File: src/rtl/swd_pkg.sv
package swd_pkg;
  // Prescaler modulus for a base value, select code and swallow flag.
  function automatic int unsigned swd_modulus(int unsigned base, int unsigned sel, logic swallow);
    return (base << sel) + (swallow ? 32'd1 : 32'd0);
  endfunction
endpackage

File: src/rtl/swd_cfg_latch.sv
module swd_cfg_latch #(
  parameter int A_W   = 6,
  parameter int B_W   = 13,
  parameter int SEL_W = 2,
  parameter int RST_B = 1
) (
  input  logic             clk,
  input  logic             rst,
  input  logic             load,
  input  logic [SEL_W-1:0] s_in,
  input  logic [A_W-1:0]   a_in,
  input  logic [B_W-1:0]   b_in,
  output logic [SEL_W-1:0] s_q,
  output logic [A_W-1:0]   a_q,
  output logic [B_W-1:0]   b_q,
  output logic             legal
);
  localparam int CW = (A_W > B_W) ? A_W : B_W;
  logic [CW-1:0] a_x, b_x;

  always_ff @(posedge clk) begin
    if (rst) begin
      s_q <= '0;
      a_q <= '0;
      b_q <= B_W'(RST_B);
    end else if (load) begin
      s_q <= s_in;
      a_q <= a_in;
      b_q <= b_in;
    end
  end

  assign a_x   = CW'(a_q);
  assign b_x   = CW'(b_q);
  assign legal = (b_x != '0) && (a_x <= b_x);
endmodule

File: src/rtl/swd_prescaler.sv
module swd_prescaler #(
  parameter int PRE_W = 7
) (
  input  logic             clk,
  input  logic             rst,
  input  logic             restart,
  input  logic             run,
  input  logic [PRE_W-1:0] ld_val,
  output logic             tc
);
  logic [PRE_W-1:0] pre;

  always_ff @(posedge clk) begin
    if (rst)
      pre <= '0;
    else if (restart || (run && tc))
      pre <= ld_val;
    else if (run)
      pre <= pre - 1'b1;
  end

  assign tc = (pre == '0);
endmodule

File: src/rtl/swd_counters.sv
module swd_counters #(
  parameter int A_W = 6,
  parameter int B_W = 13
) (
  input  logic           clk,
  input  logic           rst,
  input  logic           restart,
  input  logic           step,
  input  logic [A_W-1:0] a_ld,
  input  logic [B_W-1:0] b_ld,
  output logic [A_W-1:0] a_cnt,
  output logic [B_W-1:0] b_cnt,
  output logic           last,
  output logic           a_nz_next
);
  always_ff @(posedge clk) begin
    if (rst) begin
      a_cnt <= '0;
      b_cnt <= '0;
    end else if (restart) begin
      a_cnt <= a_ld;
      b_cnt <= b_ld;
    end else if (step) begin
      if (a_cnt != '0) a_cnt <= a_cnt - 1'b1;
      b_cnt <= b_cnt - 1'b1;
    end
  end

  assign last = (b_cnt == B_W'(1));

  always_comb begin
    if (restart)
      a_nz_next = (a_ld != '0);
    else if (step)
      a_nz_next = (a_cnt > A_W'(1));
    else
      a_nz_next = (a_cnt != '0);
  end
endmodule

File: src/rtl/swallow_divider.sv
module swallow_divider #(
  parameter int P_BASE = 8,
  parameter int SEL_W  = 2,
  parameter int A_W    = 6,
  parameter int B_W    = 13,
  parameter int RST_B  = 1
) (
  input  logic             clk,
  input  logic             rst,
  input  logic             load,
  input  logic [SEL_W-1:0] p_sel,
  input  logic [A_W-1:0]   a_val,
  input  logic [B_W-1:0]   b_val,
  output logic             div_pulse,
  output logic             cfg_err
);
  import swd_pkg::*;

  localparam int P_MAX = P_BASE << ((1 << SEL_W) - 1);
  localparam int PRE_W = $clog2(P_MAX + 2);

  logic [SEL_W-1:0] hold_s, sel_act, sel_next;
  logic [A_W-1:0]   hold_a, a_cnt;
  logic [B_W-1:0]   hold_b, b_cnt;
  logic             legal, tc, last, a_nz_next;
  logic             fresh, run, err_q, pulse_q;
  logic             end_hit, reload, step;
  logic [PRE_W-1:0] mod_m1;

  swd_cfg_latch #(.A_W(A_W), .B_W(B_W), .SEL_W(SEL_W), .RST_B(RST_B)) u_cfg (
    .clk(clk), .rst(rst), .load(load),
    .s_in(p_sel), .a_in(a_val), .b_in(b_val),
    .s_q(hold_s), .a_q(hold_a), .b_q(hold_b), .legal(legal)
  );

  swd_prescaler #(.PRE_W(PRE_W)) u_pre (
    .clk(clk), .rst(rst), .restart(reload), .run(run),
    .ld_val(mod_m1), .tc(tc)
  );

  swd_counters #(.A_W(A_W), .B_W(B_W)) u_cnt (
    .clk(clk), .rst(rst), .restart(reload), .step(step),
    .a_ld(hold_a), .b_ld(hold_b),
    .a_cnt(a_cnt), .b_cnt(b_cnt), .last(last), .a_nz_next(a_nz_next)
  );

  assign step     = run && tc;
  assign end_hit  = step && last;
  assign reload   = fresh || end_hit || err_q;
  assign sel_next = reload ? hold_s : sel_act;
  assign mod_m1   = PRE_W'(swd_modulus(P_BASE, 32'(sel_next), a_nz_next) - 32'd1);

  always_ff @(posedge clk) begin
    if (rst) begin
      fresh   <= 1'b1;
      run     <= 1'b0;
      err_q   <= 1'b0;
      pulse_q <= 1'b0;
      sel_act <= '0;
    end else begin
      fresh   <= 1'b0;
      pulse_q <= end_hit;
      if (reload) begin
        run     <= legal;
        err_q   <= !legal;
        sel_act <= hold_s;
      end
    end
  end

  assign div_pulse = pulse_q;
  assign cfg_err   = err_q;
endmodule

File: config.mk
export PLATFORM = sky130hd
export DESIGN_NAME = swallow_divider
export DESIGN_NICKNAME = d
export VERILOG_FILES = /design/src/rtl/swd_pkg.sv /design/src/rtl/swd_cfg_latch.sv /design/src/rtl/swd_prescaler.sv /design/src/rtl/swd_counters.sv /design/src/rtl/swallow_divider.sv
export SDC_FILE = /design/constraint.sdc
export NUM_CORES = 1
export LEC_CHECK = 0
export BUFFER_PORTS_ARGS = -buffer_cell sky130_fd_sc_hd__buf_4
export CAP_MARGIN = 25
export CORE_MARGIN = 2
export CORE_UTILIZATION = 45
export DETAILED_ROUTE_END_ITERATION = 10
export GPL_TIMING_DRIVEN = 0
export PLACE_DENSITY = 0.72
export SLEW_MARGIN = 20
export SYNTH_ARGS = -nofsm -noshare
export SYNTH_HDL_FRONTEND = slang
export SYNTH_SLANG_ARGS = --single-unit
File: constraint.sdc
create_clock -name clk -period 2.9 [get_ports clk]
set_input_delay 0.435 -clock clk [delete_from_list [all_inputs] [get_ports clk]]
set_output_delay 0.435 -clock clk [all_outputs]
set_load 0.05 [all_outputs]
==> results.toml <==
[status]
status = "completed"

[layout]
nets = 390
nFillCells = 580
n_antenna_cell = 0
design_area_sq_um = 3148
drive_gt1_frac = 0.1307
fin_util = 0.5286
multiInputGateArea_sq_um = 1612
syn2layout_area_growth_pct = 12.72
layout.area.seq_sq_um = 1061

[place]
hpwl_microns = 4684
place_ws_ps = 167.0
port_buffers = 24
place_congestion = 0.8293
place_area_sq_um = 3067

[floorplanning]
die_h_microns = 82.78
core_sq_um = 5956
dieArea_sq_um = 6852
start_util = 0.4689
die_w_microns = 82.78
io_pins = 26
rows = 28

[sta]
finClkSkew_ps = 5.224
fin_ws_ps = 249.4
final_max_slew_viol_count = 0
slew_headroom = 0.3744
min_period_ps = 2651
max_freq_mhz = 377.3
tns_ps = 0
finalCritPeriodShare = 0.9140
hold_slack_ps = 232.3
setup_viol = 0
finalHoldViolCount = 0
tightest_slew_ps = 931.3
rsz0062_at_grt = "no"

[yosys]
synth-main-ff-cell = "dfxtp_1"
synth_edf_count = 0
yosys_register_bits = 53
avgSynthCellArea_sq_um = 8.673
yosysWarningCount = 0
synth_commonest_cells = "dfxtp_1 (53), nor2_1 (53), mux2i_1 (22), nand2_1 (19), inv_1 (16)"
netlist_area_sq_um = 2793
syn-num-nets = 359
ys_types = 52
yosys.area.top_type = "dfxtp_1"
synthTopCellsByArea = "dfxtp_1 (38%), mux2i_1 (7.9%), nor2_1 (7.1%), ha_1 (5.8%), a211oi_1 (3.0%)"
yosysSeqAreaShare = 0.3799
syn_inst = 322
synth_top_area_frac = 0.3799
synthArstFlopShare = 0

[setup_path]
endpoint_kind = "flip-flop"
cp-startpoint = "u_cnt.b_cnt[1]$_SDFFE_PP0N_"
r2r_start = "u_cnt.b_cnt[1]$_SDFFE_PP0N_"
max_stage_delay_ps = 380
crit_arrival_ps = 2890
crit_buf_inv = 3
slowest_stage = "dfxtp_1"
setup.worst_path.start_class = "flip-flop"
crit_fanout = 10
cpLargestDelayFamily = "buffers and inverters"
worstPathRequired_ps = 3140
crit_chain = "inv_1 > ha_1 > nor4b_2 > and4_1 > a21boi_2 > buf_2 > buf_2 > a21oi_1 > nand2_1 > ha_1 > nand2_1 > o211ai_1 > a21oi_1"
critPathKind = "flip-flop to flip-flop"

[drt]
routed_wl_microns = 6232
wl_per_cell_microns = 14.59
wl_met1_microns = 3014
dr_wl_met2_microns = 2853
drtAntennaViolNets = 0
dr.pass1.iters = 4
drt_iter0_markers = 168
via_per_inst = 5.614
dr_wl_met3_microns = 299
highest_layer = "met4"
vias = 2397
post-route-drc-count = 0

[global_route]
grt_pass1_vias = 2168
grt_pass1_wl_microns = 10610
grt_antenna_before_repair = 0
grt_usage = 0.2053
grt_max_degree = 15
overflow = 0

[cts]
ctsHoldBuffers = 0
clk_latency_ps = 310
cts_setup_buffers = 0
clockRootBuffer = "clkbuf_8"
cts_sinks = 53
ctsResizeCount = 0
htreeDepth = 2
cts_inserted_buffers = 5
cts_tree = "built"
clk_pin_slew_ps = 90
clockBufferDepth = 2

[worst_hold_path]
holdCritPathClass = "input pin to flip-flop"
hold_start = "rst"

[pwr]
p_sw_uw = 613.5
intPower_uw = 1196
p_sw_frac = 0.3390
ir_drop_mv = 0.2631
p_seq_frac = 0.490
cellPowerDensity_nw_per_um2 = 574.8
pwr-share-comb = 0.292
leakage_uw = 0.001271
pwr-share-clk = 0.218

[flow_run]
drv_cap = 0
==> per-layer routing <==
metal / global-route usage / vias up
met5: 0 / -
met4: 0.05902 / 0
met3: 0.03680 / 4
met2: 0.3210 / 60
met1: 0.2902 / 1129
li1: - / 1204
==> final timing paths <==
| kind | cells after the start | slack (ps) | endpoint |
|---|---|---|---|
| worst max-delay path | 13 | 250 | u_pre.pre[3]$_SDFFE_PP0P_ |
| worst min-delay path | 1 | 230 | fresh$_DFF_P_ |
| worst max register to register | 13 | 250 | u_pre.pre[3]$_SDFFE_PP0P_ |
| worst min register to register | 2 | 510 | u_pre.pre[1]$_SDFFE_PP0P_ |
==> flip-flops by register name, summed over array words and instances, names as in the netlist <==
register and count:
div_pulse 1, cfg_err 1, run 1, u_cnt.b_cnt 13, sel_act 2, u_cfg.a_q 6
u_cfg.s_q 2, u_pre.pre 7, fresh 1, u_cfg.b_q 13, u_cnt.a_cnt 6
==> logic make-up after synthesis <==
group                      after synthesis  share of synthesized area
DFF                                     53                     0.3799
buffers and inverters                   31                    0.04525
adders and majority gates               13                    0.05825
xor gates and xnor gates                14                    0.04391
muxes                                   23                    0.08288
and+or+nand+nor                        125                     0.2361
AOI/OAI and AO/OA                       63                     0.1537
==> stage by stage <==
step                total power (uW)  cells
floorplan                       1291    322
CTS                             1811    427
detailed placement              1423    421
finish                          1810    427
global route                    1929    427
global placement                1413    421
==> area by class of cell <==
class,instances,area share
Buffer,15,0.02146
Tap cell,75,0.02981
Sequential cell,53,0.3370
Multi-Input combinational cell,238,0.5119
Inverter,16,0.01908
Clock buffer,5,0.02186
Timing Repair Buffer,24,0.05723
Clock inverter,1,0.001590
==> cell usage in the layout (no fill, tap or decap), drive strengths merged, types with 3 or more instances in the layout <==
master	synthesis	routed
buf	6	30
nand2	19	19
nand4	6	6
nor3	11	11
o21ai	15	15
ha	13	13
xor2	6	6
a211oi	12	12
dfxtp	53	53
o21a	4	4
nor2	53	53
clkbuf	9	14
nor2b	5	5
xnor2	8	8
a311oi	3	3
inv	16	16
a21oi	14	14
or3	4	4
nor4	8	8
nand3	5	5
mux2i	22	22
o211ai	3	3
==> worst register-to-register path, delay by kind of cell (launching register included) <==
kind / cells / cell delay, ps
AND/OR/NAND/NOR: 4 / 560
flip-flops: 1 / 380
adder cells (fa/ha/maj): 2 / 420
buffers and inverters: 3 / 620
AO/OA/AOI/OAI: 4 / 610
==> power by group through the flow <==
stage,Sequential (uW),Clock [uW],Combinational [uW]
after floorplan,883,0,408
after global placement,898,0,515
after detailed placement,901,0,522
after CTS,884,401,526
after global routing,900,434,596
final,886,395,529
Power figures use the tool's default switching activity.
